**config.mk**
```make
export PLATFORM = sky130hd
export DESIGN_NAME = rxdly_tune
export DESIGN_NICKNAME = d
export VERILOG_FILES = /design/src/rtl/rxdly_tune.sv
export SDC_FILE = /design/constraint.sdc
export NUM_CORES = 1
export LEC_CHECK = 0
export BUFFER_PORTS_ARGS = -buffer_cell sky130_fd_sc_hd__buf_2
export CORE_AREA = 2 2 77 135
export CTS_BUF_LIST = sky130_fd_sc_hd__clkbuf_8 sky130_fd_sc_hd__clkbuf_16
export DETAILED_ROUTE_END_ITERATION = 8
export DIE_AREA = 0 0 79 137
export GPL_ROUTABILITY_DRIVEN = 0
export HOLD_SLACK_MARGIN = 0.12
export PLACE_DENSITY = 0.81
export SYNTH_ARGS = -nofsm -noshare
export SYNTH_HDL_FRONTEND = slang
export SYNTH_SLANG_ARGS = --single-unit
export TNS_END_PERCENT = 100
```
**constraint.sdc**
```tcl
create_clock -name clk -period 3 [get_ports clk]
set_input_delay 0.15 -clock clk [delete_from_list [all_inputs] [get_ports clk]]
set_output_delay 0.15 -clock clk [all_outputs]
set_load 0.1 [all_outputs]
```
**src/rtl/rxdly_tune.sv**
```systemverilog
module rxdly_tune #(
  parameter int DW     = 7,
  parameter int SWEEPS = 3,
  parameter int RW     = 32,
  parameter int F2_LSB = 16
) (
  input  logic          clk,
  input  logic          rst,
  input  logic          start,
  input  logic [RW-1:0] cfg_init,
  output logic          trial_req,
  output logic [DW-1:0] trial_dly,
  input  logic          trial_done,
  input  logic          trial_pass,
  output logic          busy,
  output logic          done,
  output logic          fail,
  output logic [RW-1:0] cfg_reg
);

  localparam int LW = DW + 1;
  localparam int CW = $clog2(SWEEPS + 1);
  localparam logic [DW-1:0] LAST = '1;
  localparam logic [RW-1:0] LOMASK = RW'((64'd1 << (2*DW)) - 64'd1);

  typedef enum logic [1:0] {S_IDLE, S_SET, S_REQ, S_EVAL} st_t;

  st_t           st;
  logic [DW-1:0] phase, run_start, best_mid;
  logic [LW-1:0] run_len, best_len;
  logic [CW-1:0] sweep;
  logic [RW-1:0] keep;
  logic          any_pass;

  function automatic logic [RW-1:0] pack(input logic [RW-1:0] k, input logic [DW-1:0] d);
    pack = k | RW'(d) | (RW'(d) << DW) | (RW'(d) << F2_LSB);
  endfunction

  logic [DW-1:0] open_start;
  logic [LW-1:0] sum_open, sum_closed, len_next;
  logic [DW-1:0] mid_open, mid_closed;

  assign open_start = (run_len == '0) ? phase : run_start;
  assign sum_open   = LW'(open_start) + LW'(phase);
  assign sum_closed = LW'(run_start) + LW'(DW'(phase - 1'b1));
  assign mid_open   = sum_open[LW-1:1];
  assign mid_closed = sum_closed[LW-1:1];
  assign len_next   = run_len + 1'b1;

  assign trial_req = (st == S_REQ);
  assign trial_dly = phase;
  assign busy      = (st != S_IDLE);

  always_ff @(posedge clk) begin
    if (rst) begin
      st        <= S_IDLE;
      phase     <= '0;
      run_start <= '0;
      run_len   <= '0;
      best_len  <= '0;
      best_mid  <= '0;
      any_pass  <= 1'b0;
      sweep     <= '0;
      keep      <= '0;
      cfg_reg   <= '0;
      done      <= 1'b0;
      fail      <= 1'b0;
    end else begin
      done <= 1'b0;
      fail <= 1'b0;
      case (st)
        S_IDLE: if (start) begin
          keep      <= cfg_init & ~LOMASK;
          sweep     <= '0;
          phase     <= '0;
          run_start <= '0;
          run_len   <= '0;
          best_len  <= '0;
          best_mid  <= '0;
          any_pass  <= 1'b0;
          st        <= S_SET;
        end
        S_SET: begin
          cfg_reg <= pack(keep, phase);
          st      <= S_REQ;
        end
        S_REQ: if (trial_done) begin
          if (trial_pass) begin
            any_pass  <= 1'b1;
            run_start <= open_start;
            run_len   <= len_next;
            if (phase == LAST && len_next > best_len) begin
              best_mid <= mid_open;
              best_len <= len_next;
            end
          end else begin
            if (run_len > best_len) begin
              best_mid <= mid_closed;
              best_len <= run_len;
            end
            run_len <= '0;
          end
          if (phase == LAST) st <= S_EVAL;
          else begin
            phase <= phase + 1'b1;
            st    <= S_SET;
          end
        end
        S_EVAL: begin
          if (any_pass && best_mid != '0) begin
            cfg_reg <= pack(keep, best_mid);
            done    <= 1'b1;
            st      <= S_IDLE;
          end else if (sweep == CW'(SWEEPS - 1)) begin
            fail <= 1'b1;
            st   <= S_IDLE;
          end else begin
            sweep     <= sweep + 1'b1;
            phase     <= '0;
            run_start <= '0;
            run_len   <= '0;
            best_len  <= '0;
            best_mid  <= '0;
            any_pass  <= 1'b0;
            st        <= S_SET;
          end
        end
        default: st <= S_IDLE;
      endcase
    end
  end

endmodule

```
# Word-level counts from Yosys, hierarchy flattened

Index checks and enable logic that the tools add are counted.

Bits in registers: 94
Bits in latches: 0
Memory bits (writable): 0
Bits in read-only memories: 0
Input bits: 37
Output and inout port bits: 43
Word-level logic and storage cells: 106
Memories: 0

Add/sub/neg operators: 6
$mul: 0
Divide/modulo/power cells: 0
Order comparisons: 2
Equal/unequal tests: 14
Shifts and indexed selects: 0
Muxes and demuxes: 46
Bitwise operators: 7
Reduce and logical (&&, ||, !) cells: 19

Operator list:

| kind                                                                | count |
|---|---|
| 7-bit two-way mux                                                   | 12 |
| 8-bit two-way mux                                                   | 9 |
| 32-bit by 14-bit OR with 32-bit output                              | 2 |
| 32-bit by 23-bit OR with 32-bit output                              | 2 |
| 32-bit by 7-bit OR with 32-bit output                               | 2 |
| 32-bit case mux with 2 select lines                                 | 1 |
| 7-bit case mux with 3 select lines                                  | 3 |
| 8-bit case mux with 3 select lines                                  | 2 |
| 32-bit two-way mux                                                  | 1 |
| 7-bit by 7-bit adder with 8-bit output                              | 2 |
| 8-bit greater-than comparator                                       | 2 |
| 2-bit two-way mux                                                   | 6 |
| 6-bit AND reduction                                                 | 2 |
| 2-bit inequality test (second input constant)                       | 5 |
| 1-bit two-way mux                                                   | 9 |
| 8-bit by 1-bit adder with 8-bit output (second input constant)      | 1 |
| 8-bit logical NOT                                                   | 1 |
| 2-bit case mux with 4 select lines                                  | 1 |
| 7-bit by 1-bit adder with 7-bit output (second input constant)      | 1 |
| 7-bit equality test (second input constant)                         | 1 |
| 7-bit AND reduction                                                 | 1 |
| 7-bit nonzero test                                                  | 1 |
| 7-bit by 1-bit subtractor with 7-bit output (second input constant) | 1 |
| 2-bit equality test (second input constant)                         | 3 |
| other kinds (17)                                                    | 23 |

# Logic depth before layout (Yosys ltp)

Word-level depth: 7
Mapped depth: 13

# Worst setup path after synthesis

OpenSTA, ideal clock, no wires.

Path kind: reg-to-reg
Start: reg phase[0], in the netlist trial_dly[0]
End: reg best_mid[5]
Setup time: 0.072 ns
Arrival: 3.198 ns
Required time: 2.928 ns
Slack: -0.269 ns
Stages on the path, launching flop included: 13
Buffers on the path: 1
Clock period less this slack: 3.269 ns
Cell sequence: dfxtp_1 -> clkbuf_1 -> inv_1 -> ha_1 -> nand2_1 -> nor3_1 -> xor2_1 -> ha_1 -> inv_1 -> or4_1 -> o31ai_1 -> o31ai_1 -> mux2i_1

Word-level cells in the longest chain between the ends: 6

Ends and longest elaborated chain:

| what                                                                             | line   | text |
|---|---|---|
| start, declared                                                                  | 29     | `logic [DW-1:0] phase, run_start, best_mid;` |
| start signal, assigned                                                           | 105    | `phase <= phase + 1'b1;` |
| 7-bit by 1-bit subtractor with 7-bit output or 7-bit two-way mux (tied branches) | 45, 43 |  |
| 7-bit by 7-bit adder with 8-bit output, on equally long branches                 | 45, 44 |  |
| 7-bit two-way mux, on equally long branches                                      | 97, 92 |  |
| 7-bit two-way mux                                                                | 88     | `if (trial_pass) begin` |
| 7-bit two-way mux                                                                | 87     | `S_REQ: if (trial_done) begin` |
| 7-bit case mux with 3 select lines                                               | 71     | `case (st)` |
| end signal, assigned                                                             | 93     | `best_mid <= mid_open;` |
| end signal, assigned                                                             | 98     | `best_mid <= mid_closed;` |
| end, declared                                                                    | 29     |  |

Several ways; a longest one is shown, not always the timed one. The select of a mux whose other input is x is not followed.
A chain may end at the register's enable or synchronous reset.

# Worst setup path after layout

Start: reg run_len[0]
End: reg best_len[0]

Word-level cells in the longest chain between the ends: 5

Ends and longest elaborated chain:

| what                                                                                                   | line   | text |
|---|---|---|
| start, declared                                                                                        | 30     | `logic [LW-1:0] run_len, best_len;` |
| start signal, assigned                                                                                 | 91     | `run_len <= len_next;` |
| 8-bit by 1-bit adder with 8-bit output                                                                 | 48     | `assign len_next = run_len + 1'b1;` |
| 8-bit greater-than comparator or 8-bit two-way mux (tied branches)                                     | 92     | `if (phase == LAST && len_next > best_len) begin` |
| 1-bit logical AND or 8-bit two-way mux (tied branches)                                                 | 92, 88 |  |
| 3-bit by 2-bit inequality test with 1-bit output (no source line) or 8-bit two-way mux (tied branches) | -      |  |
| 7-bit AND reduction (no source line) or 8-bit case mux with 3 select lines (tied branches)             | -      |  |
| end signal, assigned                                                                                   | 94     | `best_len <= len_next;` |
| end signal, assigned                                                                                   | 99     | `best_len <= run_len;` |
| end, declared                                                                                          | 30     |  |

Several ways; a longest one is shown, not always the timed one. The select of a mux whose other input is x is not followed.

==> summary.md <==
| Metric | Value |
|---|---|
| Outcome | finished, final reports clean |
| Pwr/cell area | between 400 and 500 mW/mm2 |
| Drt total wl | 13.79 mm |
| Vias in the first global route | 4,633 |
| FF-to-FF Start | run_len[0]$_SDFFE_PP0P_ |
| Synth top area cells | dfxtp_1 35%, ha_1 8.6%, nand2_1 7.6% |
| Worst EP arrival | 3190 ps |
| CP Launch Type | flip-flop |
| Core footprint | between 0.009 and 0.01 mm2 |
| HPWL after DPL | 9.522 mm |
| Setup crit end kind | flip-flop |
| Crit path kind | reg2reg |
| Final Skew | 7.905 ps |
| Worst slew pin tran | 771.0 ps |
| Fraction of registers with async set/reset | 0% |
| Initial antenna violation count | 1 |
| CP Data Required Time | 3240 ps |
| Area Overhead vs Synth | 20.64% |
| Synth Warn # | 0 |
| Final min period | between 2000 and 3000 ps |
| Critical Path Sink | best_len[0]$_SDFFE_PP0P_ |
| Area leader, netlist | dfxtp_1 |
| Top Ports | 80 |
| H-tree lvl count | 3 |
| Mapped Area | 0.004970 mm2 |
| Worst setup path startpoint | run_len[0]$_SDFFE_PP0P_ |
| Rel. slew slack | 48.41% |
| Largest net degree at the start of global routing | 62 |
| Achievable clock frequency | between 300 and 400 MHz |
| Fillers | 806 |
| Hold/Removal Path Class | in2reg |
| GR Layer Usage met3 | around 4.3% |
| Max FO, Critical Path | 4 |
| Peak supply drop | 0.3175 mV |
| CTS Sinks | 87 |
| DRC violations left | 0 |
| Syn Area/Cell | ~8.1 um2 |
| FF-to-FF End | best_len[0]$_SDFFE_PP0P_ |
| # port buffers | 65 |
| R2r worst-path depth | 12 |
| CTS tree | yes |
| # rows | 48 |
| Share of cells above drive strength 1 | about 20% |
| Setup slack at placement | -15.68 ps |
| Ys flop type | dfxtp_1 |
| GRT overflow | 0 |
| Post-synth top area share | 35.05% |
| Via Count | 4,726 |
| Gr usage total | 25.57% |
| Worst-path clk slew | 70 ps |
| Count of final max-slew check failures | 0 |
| Clk buf depth | 2 |
| CTS root buf | clkbuf_16 |
| Final Hold Viols | 0 |
| Register area share after synthesis | 35.05% |
| Max-cap violations | 0 |
| Initial core utilization | slightly above 50% |
| Setup-failing EPs final | 0 |
| ANT nets after route | 0 |
| Iter 0 DRT Violations | about 270 |
| Cell area after layout | 0.005996 mm2 |
| Pleak | 2.625 nW |
| DP Area | 0.005435 mm2 |
| WL/cell | 16.78 um |
| Die ar. | between 0.01 and 0.015 mm2 |
| Global route hottest layer | met2 |
| Slack of the worst reg-to-reg path | 50 ps |
| Drt pass-1 iters | 5 |
| First-pass GRT wire length | 21.71 mm |
| GRT met2 Usage | between 40 and 50% |
| Post-synth cell types | 60 |
| Chip width | 79 um |
| Post-synth EDFFs | 0 |
| Final worst-path cycle share | 98.27% |
| GR Layer Usage met1 | 26.68% |
| Die H | 137 um |
| Most frequent cells in the layout | 100 x nand2_1, 82 x dfxtp_1, 65 x buf_2 |
| DR vias/cell | 5.749 |
| Synthesized Nets | 685 |
| Largest register FFs | 25 |
| CTS buffer count | 9 |
| Fin nets | 764 |
| Cells after Synth | between 600 and 700 |
| Yosys reg bits | 87 |
| RSZ-0062 raised after global routing | true |
| Clk_lat worst skew | 350 ps |
| Final worst slack | 51.80 ps |
| Most common cell after layout, fill and taps aside | nand2_1 |
-- per-layer routing --
metal / vias up / part of all wire [%]
li1: 2272 / -
met1: 2207 / 37
met2: 192 / 52
met3: 55 / 5.5
met4: 0 / 4.9
met5: - / 0
-- cell type report --
type	instances	area, um2	area share, %
clock inverters	5	40.04	0.6678
flip-flops and latches	87	1748	29.15
inverters	29	108.9	1.816
diodes	1	2.502	0.04174
well taps	125	156.4	2.609
multi-input cells	450	2942	49.06
repair buffers	114	745.7	12.44
clock buffers	11	252.7	4.215
-- worst max-delay path, cell delays in order, from the launching register on --
cell	delay, ps
dfxtp_2	320
buf_6	110
buf_6	110
and3_4	140
and3_4	180
and3_4	180
xor2_2	180
ha_1	320
nand4_1	100
a21oi_1	60
o311a_1	430
o31a_2	410
mux2_4	300
-- cells in the mapped netlist, drive strengths merged (3+ instances only) --
cell type / instances
dfxtp: 87
a21oi: 61
nand3b: 3
clkbuf: 31
and3: 7
o21a: 3
nand2b: 3
nand2: 101
and2: 6
inv: 29
ha: 34
and4: 4
nor3: 11
o2111ai: 4
nor2: 57
nor2b: 8
nand4: 4
o31ai: 3
mux2: 9
a211oi: 10
a21o: 4
o21ai: 21
xor2: 16
xnor2: 6
a22oi: 7
o211ai: 4
or3: 3
o31a: 3
buf: 15
a311oi: 7
nand3: 7
mux2i: 21
-- stage by stage --
stage	utilization (%)	setup TNS [ps]	hold slack, ps	instances	power, W
floorplan	-	0	286.0	612	0.001687
global placement	55.86	0	391.4	785	0.001765
detailed placement	55.86	-19.56	396.6	785	0.001774
CTS	60.87	0	180.0	819	0.002884
global route	61.63	-41.96	224.7	822	0.002967
finish	61.63	0	194.5	822	0.002881
-- worst min path at each step --
stage | from | endpoint | slack, ps | depth (start not counted)
4_1_cts | rst | run_len[7]$_SDFFE_PP0P_ | 180 | 2
3_3_place_gp | cfg_init[25] | keep[25]$_SDFFE_PP0P_ | 390 | 3
5_1_grt | rst | run_len[3]$_SDFFE_PP0P_ | 220 | 2
2_1_floorplan | cfg_init[14] | keep[14]$_SDFFE_PP0P_ | 290 | 2
3_5_place_dp | cfg_init[17] | keep[17]$_SDFFE_PP0P_ | 400 | 3
6_report | rst | run_len[7]$_SDFFE_PP0P_ | 190 | 2
-- logic make-up (layout without fill, tap and decap cells) --
| group | count (synthesis) | in the layout | share of synthesized area [%] |
|---|---|---|---|
| simple gates | 220 | 220 | 19.86 |
| fa+ha+maj | 36 | 36 | 9.366 |
| buf+inv | 75 | 159 | 6.974 |
| flops | 87 | 87 | 35.05 |
| compound gates | 142 | 142 | 18.61 |
| mux | 30 | 30 | 6.269 |
| xor+xnor | 22 | 22 | 3.877 |
| other cells | 0 | 1 | 0 |
-- power breakdown --
| group | switching [W] | leakage (nW) | internal (W) |
|---|---|---|---|
| Sequential | 0.0000293 | 0.709 | 0.00120 |
| Clock | 0.000491 | 0.135 | 0.000612 |
| Combinational | 0.000418 | 1.78 | 0.000131 |
-- what timing repair did --
item / in CTS / in global routing
setup buffers: 0 / 2
pin swaps: 1 / 6
endpoints found under the hold margin: 18 / 0
endpoints found under the setup margin: 4 / 14
hold buffers: 18 / 0
resized for setup: 3 / 14
No activity file was read; power rests on OpenSTA's default activity.
